### config.mk
export PLATFORM = sky130hd
export DESIGN_NAME = planar_wr_path
export DESIGN_NICKNAME = d
export VERILOG_FILES = /design/src/rtl/planar_wr_pkg.sv /design/src/rtl/wp_rotr.sv /design/src/rtl/wp_latch_bank.sv /design/src/rtl/wp_plane_lane.sv /design/src/rtl/planar_wr_path.sv
export SDC_FILE = /design/constraint.sdc
export NUM_CORES = 1
export LEC_CHECK = 0
export BUFFER_PORTS_ARGS = -buffer_cell sky130_fd_sc_hd__clkbuf_2
export CORE_MARGIN = 2
export CORE_UTILIZATION = 31
export DETAILED_ROUTE_END_ITERATION = 8
export GPL_ROUTABILITY_DRIVEN = 0
export GPL_TIMING_DRIVEN = 0
export PLACE_DENSITY = 0.53
export SLEW_MARGIN = 20
export SYNTH_ARGS = -nofsm -noshare
export SYNTH_HDL_FRONTEND = slang
export SYNTH_SLANG_ARGS = --single-unit
### constraint.sdc
create_clock -name clk -period 2.25 [get_ports clk]
set_clock_uncertainty 0.05 [all_clocks]
set_input_delay 0.1125 -clock clk [delete_from_list [all_inputs] [get_ports clk]]
set_output_delay 0.1125 -clock clk [all_outputs]
set_load 0.005 [all_outputs]
### src/rtl/planar_wr_pkg.sv
package planar_wr_pkg;
   typedef enum logic [1:0] {
      WM_DIRECT = 2'd0,
      WM_LATCH  = 2'd1,
      WM_COLOR  = 2'd2,
      WM_MASKED = 2'd3
   } wmode_e;

   typedef enum logic [1:0] {
      LF_PASS = 2'd0,
      LF_AND  = 2'd1,
      LF_OR   = 2'd2,
      LF_XOR  = 2'd3
   } lfun_e;
endpackage

### src/rtl/wp_rotr.sv
module wp_rotr #(
   parameter int W      = 8,
   parameter bit ROT_EN = 1'b1,
   localparam int CW    = $clog2(W)
) (
   input  logic [W-1:0]  din,
   input  logic [CW-1:0] cnt,
   output logic [W-1:0]  dout
);
   generate
      if (ROT_EN) begin : g_rot
         logic [2*W-1:0] dbl;
         always_comb begin
            dbl  = {din, din} >> cnt;
            dout = dbl[W-1:0];
         end
      end else begin : g_pass
         logic unused_cnt;
         assign unused_cnt = ^cnt;
         assign dout = din;
      end
   endgenerate
endmodule

### src/rtl/wp_latch_bank.sv
module wp_latch_bank #(
   parameter int PLANES = 4,
   parameter int W      = 8,
   localparam int TW    = PLANES * W
) (
   input  logic          clk,
   input  logic          rst_n,
   input  logic          load,
   input  logic [TW-1:0] din,
   output logic [TW-1:0] q
);
   always_ff @(posedge clk or negedge rst_n) begin
      if (!rst_n)    q <= '0;
      else if (load) q <= din;
   end
endmodule

### src/rtl/wp_plane_lane.sv
module wp_plane_lane
   import planar_wr_pkg::*;
#(
   parameter int W = 8
) (
   input  wmode_e       mode,
   input  lfun_e        fn,
   input  logic         sr_bit,
   input  logic         sr_sel,
   input  logic         cpu_bit,
   input  logic [W-1:0] rot_data,
   input  logic [W-1:0] latch,
   input  logic [W-1:0] bmask,
   output logic [W-1:0] wbyte
);
   logic [W-1:0] src, alu, msk;

   always_comb begin
      unique case (mode)
         WM_DIRECT: src = sr_sel ? {W{sr_bit}} : rot_data;
         WM_COLOR:  src = {W{cpu_bit}};
         WM_MASKED: src = {W{sr_bit}};
         default:   src = latch;
      endcase
   end

   always_comb begin
      unique case (fn)
         LF_AND:  alu = src & latch;
         LF_OR:   alu = src | latch;
         LF_XOR:  alu = src ^ latch;
         default: alu = src;
      endcase
   end

   assign msk   = (mode == WM_MASKED) ? (bmask & rot_data) : bmask;
   assign wbyte = (mode == WM_LATCH) ? latch : ((alu & msk) | (latch & ~msk));
endmodule

### src/rtl/planar_wr_path.sv
module planar_wr_path
   import planar_wr_pkg::*;
#(
   parameter int PLANES = 4,
   parameter int BYTE_W = 8,
   parameter bit ROT_EN = 1'b1,
   localparam int TW    = PLANES * BYTE_W,
   localparam int CW    = $clog2(BYTE_W)
) (
   input  logic              clk,
   input  logic              rst_n,
   input  logic              cpu_rd,
   input  logic [TW-1:0]     rd_data,
   input  logic              cpu_wr,
   input  logic [BYTE_W-1:0] cpu_data,
   input  logic [PLANES-1:0] sr_color,
   input  logic [PLANES-1:0] sr_enable,
   input  logic [CW-1:0]     rot_cnt,
   input  logic [1:0]        logic_fn,
   input  logic [1:0]        wr_mode,
   input  logic [BYTE_W-1:0] bit_mask,
   input  logic [PLANES-1:0] map_mask,
   output logic [TW-1:0]     plane_wdata,
   output logic [PLANES-1:0] plane_we
);
   initial begin
      assert (PLANES >= 1 && PLANES <= BYTE_W)
         else $error("PLANES must be between 1 and BYTE_W");
      assert (BYTE_W >= 2 && (1 << CW) == BYTE_W)
         else $error("BYTE_W must be a power of two");
   end

   logic [TW-1:0]     latch_q;
   logic [TW-1:0]     next_data;
   logic [BYTE_W-1:0] rot_data;
   wmode_e            mode;
   lfun_e             fn;

   assign mode = wmode_e'(wr_mode);
   assign fn   = lfun_e'(logic_fn);

   wp_latch_bank #(.PLANES(PLANES), .W(BYTE_W)) u_latch (
      .clk  (clk),
      .rst_n(rst_n),
      .load (cpu_rd),
      .din  (rd_data),
      .q    (latch_q)
   );

   wp_rotr #(.W(BYTE_W), .ROT_EN(ROT_EN)) u_rot (
      .din (cpu_data),
      .cnt (rot_cnt),
      .dout(rot_data)
   );

   generate
      for (genvar p = 0; p < PLANES; p++) begin : g_lane
         wp_plane_lane #(.W(BYTE_W)) u_lane (
            .mode    (mode),
            .fn      (fn),
            .sr_bit  (sr_color[p]),
            .sr_sel  (sr_enable[p]),
            .cpu_bit (cpu_data[p]),
            .rot_data(rot_data),
            .latch   (latch_q[p*BYTE_W +: BYTE_W]),
            .bmask   (bit_mask),
            .wbyte   (next_data[p*BYTE_W +: BYTE_W])
         );
      end
   endgenerate

   always_ff @(posedge clk or negedge rst_n) begin
      if (!rst_n) begin
         plane_wdata <= '0;
         plane_we    <= '0;
      end else begin
         plane_we <= cpu_wr ? map_mask : '0;
         if (cpu_wr) plane_wdata <= next_data;
      end
   end
endmodule

Word-level counts from Yosys, hierarchy flattened
Cells that the tools add are included.
W data, S select, Z words.

storage, ports and cells
  latch bits = 0
  bits of input ports = 71
  output and inout bits = 36
  memory bits (read-only) = 0
  RAM bits = 0
  logic and storage cells = 55
  flip-flop bits (word level) = 68
  memories kept = 0

operators by class
  reductions and logical operators = 1
  shift operators = 1
  div/mod/pow operators = 0
  multipliers = 0
  bitwise logic cells = 26
  $lt $le $gt $ge = 0
  $add $sub $neg = 0
  mux-type cells = 18
  equality and inequality tests = 6

operators with widths
  operator              number
  $pmux W8 S3           8
  $and A8 B8 Y8         13
  $mux W8               9
  $or A8 B8 Y8          8
  $xor A8 B8 Y8         4
  $shr A16 B3 Y8        1
  $eq A2 B2 Y1 const B  4
  $not A8 Y8            1
  $eq A2 B1 Y1 const B  2
  $mux W4               1
  $logic_not A2 Y1      1

Depth between registers and ports, before layout
Gate-level depths: netlist of the first run.

  depth after elaboration = 8
  gate-level depth with buffers = 13
  depth with buffers taken out = 10

By module
From an unflattened synthesis of the first run, not the netlist that was laid out.

unflattened totals
  cells, all modules = 628
  area total of the unflattened synthesis = 6591.3 um^2

modules (own cells, without submodules)
  module                                instances  sequential area each (um^2)  cells an instance  area an instance (um^2)
  wp_plane_lane (g_lane[1].u_lane ...)  3          0.0                          114                852.1
  planar_wr_path                        1          900.9                        76                 1446.4
  wp_latch_bank                         1          800.8                        68                 1345.0
  wp_plane_lane (g_lane[0].u_lane)      1          0.0                          123                917.1
  wp_rotr                               1          0.0                          19                 326.6

Least setup slack after synthesis of the first run
No wires, ideal clock.

  kind = input-to-reg
  from = in rot_cnt[1]
  to = reg plane_wdata[30]
  required time = 2071 ps
  cell stages on the path = 11
  path slack = -164 ps
  data arrival time = 2235 ps
  setup time = 129 ps
  buffers on the path = 1
  cell sequence = buf_6 -> mux4_2 -> mux2_2 -> o21ai_0 -> a21oi_1 -> ha_1 -> mux2_2 -> a21oi_1 -> nand3_1 -> nand2_1 -> o31ai_1

on the way
  cells in the longest elaborated chain, start to end = 8
  elaborated cells on any way between the ends = 14
  classes of those cells = 1 x shift; 5 x mux; 8 x bitwise

RTL lines
  what                                   RTL line              text
  start: declaration                     planar_wr_path.sv:18  input logic [CW-1:0] rot_cnt,
  $shr A16 B3 Y8 (*)                     wp_rotr.sv:14         dbl = {din, din} >> cnt;
  $mux W8                                wp_plane_lane.sv:20   WM_DIRECT: src = sr_sel ? {W{sr_bit}} : rot_data;
  $pmux W8 S3                            wp_plane_lane.sv:19   unique case (mode)
  $xor A8 B8 Y8 (tied with other cells)  wp_plane_lane.sv:31   LF_XOR: alu = src ^ latch;
  $pmux W8 S3                            wp_plane_lane.sv:28   unique case (fn)
  $and A8 B8 Y8                          wp_plane_lane.sv:37   assign wbyte = (mode == WM_LATCH) ? latch : ((alu & msk) | (latch & ~msk));
  $or A8 B8 Y8 (*)                       wp_plane_lane.sv:37
  $mux W8 (*)                            wp_plane_lane.sv:37
  end signal: assignment                 planar_wr_path.sv:78  if (cpu_wr) plane_wdata <= next_data;
  end: declaration                       planar_wr_path.sv:23  output logic [TW-1:0] plane_wdata,

Every way passes the cells marked *; elsewhere a longest branch is shown, timed or not.
A chain may end at the register's enable or synchronous reset.

Final worst setup path of the first run
  from = in wr_mode[0]
  to = reg plane_wdata[16]

on the way
  cells in the longest elaborated chain, start to end = 7
  elaborated cells on any way between the ends = 15
  classes of those cells = 3 x eq/ne; 4 x mux; 7 x bitwise; 1 x reduce/logical

RTL lines
  what                                   RTL line                                  text
  start: declaration                     planar_wr_path.sv:20                      input logic [1:0] wr_mode,
  $eq A2 B2 Y1 (tied with other cells)   wp_plane_lane.sv:19, wp_plane_lane.sv:36
  $pmux W8 S3                            wp_plane_lane.sv:19
  $xor A8 B8 Y8 (tied with other cells)  wp_plane_lane.sv:31
  $pmux W8 S3                            wp_plane_lane.sv:28
  $and A8 B8 Y8                          wp_plane_lane.sv:37
  $or A8 B8 Y8                           wp_plane_lane.sv:37
  $mux W8 (*)                            wp_plane_lane.sv:37

Marked as above.

==> flow_summary_export.csv, run 1 <==
group,metric,value,unit
worst_setup_path,cp-end-kind,"flop",
worst_setup_path,ff2ff_path_depth,9,
worst_setup_path,max_stage_delay,0.30,ns
power_and_ir_drop,pwr-share-comb,34.5,%
power_and_ir_drop,p_per_area,628,nW/um2
clocking,cts_sinks,68,
timing,final-hold-violation-count,0,
timing,fmax,0.454,GHz
drt,remaining_drc_errors,0,
drt,wl,22.7,mm
synthesis,syn_inst,702,
worst_setup_path,cp.arrival,2.37,ns
global_route,gr-usage-all-layers,21.8,%
clocking,clk_latency,0.35,ns
die,rows,51,
synthesis,synth_top_cell_area_share,27.9,%
drt,drt_first_pass_iters,8,
worst_setup_path,cp_slowest_cell,"and3_1",
power_and_ir_drop,p_clk_share,32.2,%
layout,syn_to_final_growth,26.9,%
die,coreArea,19400,um2
worst_setup_path,cp.required,2.42,ns
drt,ant_nets,0,
global_route,grt_start_max_net_pins,43,
layout,fin_area,7730,um2
die,ios,107,
global_route,use_met2,34.7,%
synthesis,synth-main-ff-cell,"dfrtp_1",
synthesis,synth_fa_ha_area_share,6.57,%
synthesis,synth_edf_count,0,
die,die_y,144,um
global_route,overflow,0,
power_and_ir_drop,p_int,3.14,mW
global_route,met1_usage,29.9,%
synthesis,synth_compound_area_share,30.0,%
hold_path,hold_end,"plane_wdata[28]",
clocking,cts_buffer_depth,2,
timing,maxSlewViolCount,0,
run_status,status,"complete, no violations",
synthesis,seq_area_frac_synth,27.9,%
power_and_ir_drop,power_leakage,3.41,nW
die,initial_core_util,31.4,%
power_and_ir_drop,seqPwrFrac,33.2,%
timing,period_needed,2.20,ns
drt,wire_per_inst,20.2,um
worst_setup_path,critical_path_class,"in2reg",
clocking,h-tree-depth,3,
drt,drt_iter0_markers,509,
synthesis,synth_top_area_cell,"dfrtp_1",
synthesis,synth_cell_types,59,
synthesis,synth_fp_nets,805,
worst_setup_path,start_kind,"input pin",
timing,final-setup-viol-count,0,
drt,viasPerCell,5.63,
place,placed_area,6970,um2
die,die_w,144,um
hold_path,hold_path.class,"in2reg",
layout,drive_gt1_share,27.3,%
hold_path,worstHoldStart,"bit_mask[4]",
worst_setup_path,r2r-start,"u_latch.q[11]",
power_and_ir_drop,power,4.85,mW
drt,vias,6342,
clocking,cts_tree,"built",
worst_setup_path,crit_buf_inv,3,
clocking,clk_pin_slew,0.06,ns
global_route,grt_pass1_wl,33.6,mm
synthesis,synth_area_leaders,"dfrtp_1 28%, nand2_1 6.6%, ha_1 6.6%, mux2_2 6.5%, o21ai_0 4.8%",
clocking,cts_buffers,9,
synthesis,synth-simple-area-share,18.6,%
place,dp_hpwl,16.4,mm
global_route,antenna_found_initial,0,
flow_run,drv_cap,0,
synthesis,synth_area_per_cell,8.68,um2
global_route,top_usage_layer,"met2",
timing,rsz0062_at_grt,"true",
synthesis,ys_ff_latch,68,
synthesis,yosys_warnings,0,
synthesis,async_flop_share,100,%
global_route,use_met3,3.91,%
layout,nFillCells,2031,
clocking,cts-root-buf,"clkbuf_16",
worst_setup_path,cp_max_fo,10,
layout,final_cell_mix,"107 x nand2_1, 100 x clkbuf_2, 68 x dfrtp_1",
layout,fin_nets,959,
power_and_ir_drop,power.switching,1.71,mW
die,die-area,20800,um2
global_route,grt_pass1_vias,5646,
synthesis,synth_top_family_by_area,"compound AO/OA/AOI/OAI gates",
layout,num_antenna_cells,0,
worst_setup_path,cp_top_family,"simple AND/OR/NAND/NOR gates",
worst_setup_path,timing.rr.end,"plane_wdata[11]",
timing,tightest_slew,0.998,ns
worst_setup_path,crit_chain,"clkbuf_2, buf_4, buf_6, nand3b_1, nand2_1, nand2_1, and3_1, ha_1, nor2b_1, o21ai_0, o21ai_0, a31oi_1, o31ai_1",
synthesis,synthMuxAreaShare,12.3,%
timing,period_share,97.8,%
place,numPortBuffers,100,
synthesis,synth_xor_area_share,0,%
power_and_ir_drop,peakVddDrop,0.000341,V
layout,final_common_cell,"nand2_1",
power_and_ir_drop,p_sw_share,35.3,%
worst_setup_path,rrSetupSlack,0.25,ns
timing,slew_headroom,33.5,%
hold_path,hold_depth,4,
synthesis,synth_area,6090,um2
-- logic make-up after synthesis --
logic type      Yosys count
compound gates          254
flops                    68
simple gates            237
buf+inv                  59
mux                      52
fa+ha+maj                32
-- registers in the layout (all words and copies together), names as in the netlist --
name,flops
plane_wdata,32
plane_we,4
u_latch.q,32
-- power groups by stage --
stage                     logic [mW]  clock network (mW)  registers (mW)
after floorplan                 1.06                   0            1.57
after global placement          1.56                   0            1.63
after detailed placement        1.58                   0            1.63
after CTS                       1.64                1.60            1.61
after global routing            1.84                1.64            1.64
final                           1.67                1.56            1.61
-- how the worst max path moves through the flow --
stage	slack, ns	to	depth (start not counted)	start
3_3_place_gp	-0.67	plane_wdata[17]	13	wr_mode[0]
3_5_place_dp	-0.65	plane_wdata[23]	13	wr_mode[0]
5_1_grt	-0.05	plane_wdata[23]	13	wr_mode[0]
2_1_floorplan	-0.08	plane_wdata[28]	11	rot_cnt[2]
4_1_cts	0.01	plane_wdata[17]	13	wr_mode[0]
6_report	0.05	plane_wdata[16]	13	wr_mode[0]
-- metrics by stage --
| step | std cells | hold slack, ns | setup TNS [ns] | worst slack [ns] | utilization (%) |
|---|---|---|---|---|---|
| final | 1126 | 0.0848 | 0 | 0.0498 | 39.8 |
| after global routing | 1126 | 0.113 | -0.0484 | -0.0484 | 39.8 |
| after CTS | 1121 | 0.0723 | 0 | 0.0100 | 39.5 |
| after detailed placement | 1068 | 0.0674 | -11.07 | -0.646 | 35.9 |
| after global placement | 1067 | 0.282 | -11.53 | -0.669 | 35.8 |
| after floorplan | 702 | -0.233 | -0.223 | -0.0837 | - |
-- timing repair --
item,4_1_cts,5_1_grt
endpoints found under the hold margin,62,0
gates resized for setup,3,9
pin swaps,0,3
setup endpoints to repair,11,15
hold buffers,37,0
buffers inserted,0,5
-- layer usage --
metal / vias up / part of all wire, % / wire length, um
met5: - / 0 / 0
li1: 2959 / - / -
met4: 0 / 2.5 / 564
met2: 279 / 46 / 10500
met1: 3070 / 45 / 10200
met3: 34 / 6.9 / 1570
-- cell usage after synthesis (7+ instances only) --
| cell | instances |
|---|---|
| a21o_1 | 22 |
| a21oi_1 | 31 |
| a22oi_1 | 19 |
| a32oi_1 | 8 |
| and2_1 | 15 |
| buf_1 | 9 |
| buf_2 | 11 |
| clkbuf_1 | 20 |
| dfrtp_1 | 68 |
| ha_1 | 32 |
| inv_1 | 12 |
| mux2_2 | 35 |
| mux4_2 | 8 |
| nand2_1 | 107 |
| nand3_1 | 7 |
| nor2_1 | 32 |
| nor2b_1 | 32 |
| nor3_1 | 13 |
| o21ai_0 | 59 |
| o22ai_1 | 23 |
| o311a_1 | 11 |
| o31ai_1 | 17 |
-- final cells by class --
cell class | count | area [um2] | area share [%]
multi-input combinational | 575 | 4150 | 53.7
sequential | 68 | 1700 | 22.0
timing repair buffer | 143 | 938 | 12.1
tap | 265 | 332 | 4.29
buffer | 47 | 248 | 3.20
clock buffer | 10 | 229 | 2.96
clock inverter | 6 | 87.6 | 1.13
inverter | 12 | 45.0 | 0.583
-- worst min-delay path, stage by stage --
cell	delay, ns
clkbuf_2	0.13
nand3_1	0.10
nand2_1	0.05
o221ai_1	0.06
Power figures use the tool's default switching activity.
==> run 2, diff against run 1 <==
- ABC_AREA: not set -> 1
==> run 2 against run 1 <==
Effect of this change: sequential power shrank 7%; largest cell class unchanged; utilization decreased by 0.48 points; via count is 3.2% lower; maximum frequency rose by 17%; register-to-register slack better by 0.34 ns; combinational power is 19% lower; clock power decreased by 11%; power is 13% lower; worst hold slack better by 0.072 ns; critical path type unchanged; critical path depth increased by 3.
==> flow_summary_export.csv, run 2 <==
group,metric,value,unit
run_status,status,"complete, no violations",
worst_setup_path,cp.arrival,2.06,ns
synthesis,synth_cell_types,25,
timing,fmax,0.532,GHz
worst_setup_path,max_stage_delay,0.30,ns
synthesis,synth_compound_area_share,15.8,%
timing,slew_headroom,44.1,%
clocking,h-tree-depth,3,
drt,remaining_drc_errors,0,
place,numPortBuffers,98,
layout,final_cells,1230,
synthesis,synth_top_family_by_area,"simple AND/OR/NAND/NOR gates",
drt,drt_first_pass_iters,5,
worst_setup_path,ff2ff_path_depth,9,
flow_run,drv_cap,0,
drt,wire_per_inst,16.4,um
drt,drt_iter0_markers,432,
worst_setup_path,rrSetupSlack,0.59,ns
die,ios,107,
worst_setup_path,cp.required,2.43,ns
synthesis,syn_inst,844,
die,initial_core_util,31.5,%
die,die_y,142,um
hold_path,hold_path.class,"in2reg",
timing,rsz0062_at_grt,"false",
synthesis,synth_top_area_cell,"dfrtp_1",
layout,num_antenna_cells,0,
worst_setup_path,crit_buf_inv,4,
worst_setup_path,crit_chain,"clkbuf_2, inv_2, nand3_1, nand2_1, inv_1, buf_2, nand3_1, ha_1, nand2_1, nand2_1, o21ai_0, nand2_1, nand2_1, nand4_1, nand2_1, a21oi_1",
synthesis,synth_area_per_cell,6.99,um2
synthesis,synth_area_leaders,"dfrtp_1 29%, nand2_1 18%, a21oi_1 8.1%, ha_1 6.8%, nand3_2 5.4%",
place,dp_hpwl,14.9,mm
synthesis,synth_area,5900,um2
layout,final_common_cell,"nand2_1",
die,die_w,142,um
global_route,grt_pass1_vias,5750,
place,dp.cells,1177,
clocking,cts_buffers,9,
worst_setup_path,startpoint,"wr_mode[0]",
synthesis,yosys_warnings,0,
synthesis,async_flop_share,100,%
global_route,grt_start_max_net_pins,39,
timing,finalSetupTns,0,ns
layout,fin_nets,1094,
global_route,antenna_found_initial,0,
global_route,overflow,0,
synthesis,synth_xor_area_share,0,%
layout,syn_to_final_growth,24.8,%
synthesis,synth-main-ff-cell,"dfrtp_1",
synthesis,synth_fa_ha_area_share,6.79,%
die,coreArea,18700,um2
hold_path,worstHoldStart,"cpu_rd",
drt,viasPerCell,4.99,
power_and_ir_drop,power_leakage,3.71,nW
drt,ant_nets,0,
power_and_ir_drop,p_per_area,575,nW/um2
global_route,gr-usage-all-layers,20.5,%
synthesis,yosysMostFrequentCell,"nand2_1",
timing,maxSlewViolCount,0,
hold_path,hold_depth,2,
power_and_ir_drop,peakVddDrop,0.000370,V
synthesis,synth_commonest_cells,"289 x nand2_1, 96 x a21oi_1, 68 x dfrtp_1",
worst_setup_path,start_kind,"input pin",
worst_setup_path,cp-end-kind,"flop",
layout,nFillCells,2014,
timing,period_share,83.5,%
synthesis,synth_edf_count,0,
clocking,cts-root-buf,"clkbuf_16",
worst_setup_path,cp_top_family,"buffers and inverters",
layout,largestRegisters,"plane_wdata: 32 flops, u_latch.q: 32 flops, plane_we: 4 flops",
die,rows,50,
layout,finish.utilization,39.4,%
hold_path,hold_end,"u_latch.q[14]",
worst_setup_path,timing.rr.end,"plane_wdata[15]",
worst_setup_path,cp_max_fo,10,
timing,period_needed,1.88,ns
clocking,clk_latency,0.35,ns
layout,seq_area,1700,um2
worst_setup_path,critical_path_class,"in2reg",
worst_setup_path,cp_slowest_cell,"buf_2",
drt,wl,20.2,mm
drt,vias,6136,
layout,final_cell_mix,"289 x nand2_1, 97 x clkbuf_2, 96 x a21oi_1",
worst_setup_path,r2r-start,"u_latch.q[15]",
clocking,clk_pin_slew,0.06,ns
synthesis,synth_top_cell_area_share,28.9,%
synthesis,synth_fp_nets,947,
layout,multi_input_area,3720,um2
clocking,cts_sinks,68,
clocking,postCtsSetupBuffers,0,
clocking,cts_tree,"built",
clocking,cts_buffer_depth,2,
timing,final-setup-viol-count,0,
die,die-area,20100,um2
synthesis,ys_ff_latch,68,
layout,drive_gt1_share,23.6,%
timing,tightest_slew,0.839,ns
synthesis,synthMuxAreaShare,3.44,%
synthesis,synth-simple-area-share,37.0,%
timing,final-hold-violation-count,0,
synthesis,seq_area_frac_synth,28.9,%
worst_setup_path,cpMostUsedCell,"nand2_1",
global_route,grt_pass1_wl,31.8,mm
run 2: changes by cell type after synthesis, moves of 23 or more:
cell and delta:
nor2_1 +27, nor2b_1 -32, nand3_1 +33, nand4_1 +27, nand2_1 +182, a21oi_1 +65
nand3_2 +31, o22ai_1 -23
run 2: per-layer routing:
metal  vias up  part of all wire, %  GRT usage, %
met5         -                    0             0
met4         0                  1.7          6.11
met3        20                  5.0          2.96
met2       154                   45          32.7
met1      2835                   48          28.8
li1       3127                    -             -
run 2: cell families (layout without fill, tap and decap cells):
family,count (synthesis),count (layout)
simple gates,470,470
compound gates,168,168
buf+inv,88,240
flops,68,68
fa+ha+maj,32,32
mux,18,18
run 2: area by class of cell:
| class | count | area share [%] |
|---|---|---|
| plain buffers | 46 | 4.21 |
| clock inverters | 4 | 0.306 |
| well taps | 234 | 3.98 |
| multi-input cells | 688 | 50.5 |
| inverters | 42 | 2.28 |
| repair buffers | 136 | 12.0 |
| flip-flops and latches | 68 | 23.1 |
| clock buffers | 12 | 3.62 |
run 2: report_power, final:
group	total [mW]	internal, mW	leakage (nW)	switching (mW)
clock	1.39	0.830	0.144	0.565
combinational	1.35	0.545	2.77	0.801
sequential	1.49	1.37	0.798	0.127
total	4.23	2.74	3.71	1.49
run 2: stage by stage:
step	hold slack (ns)	total power [mW]	cell area, um2	worst slack (ns)
after floorplan	-0.233	2.35	5900	0.495
after global placement	0.252	2.79	6680	0.0626
after detailed placement	0.0673	2.81	6700	0.0610
after CTS	0.167	4.28	7360	0.423
after global routing	0.185	4.52	7360	0.183
final	0.157	4.23	7360	0.371
run 2: what timing repair did:
item | CTS | global route
hold buffers | 37 | 0
gates resized for setup | 0 | 0
hold endpoints to repair | 66 | 0
run 2: how the worst max path moves through the flow:
stage	end	slack (ns)	cells past startpoint
6_report	plane_wdata[31]	0.37	16
5_1_grt	plane_wdata[15]	0.18	15
4_1_cts	plane_wdata[31]	0.42	16
3_5_place_dp	plane_wdata[1]	0.06	16
3_3_place_gp	plane_wdata[31]	0.06	16
2_1_floorplan	plane_wdata[1]	0.50	18
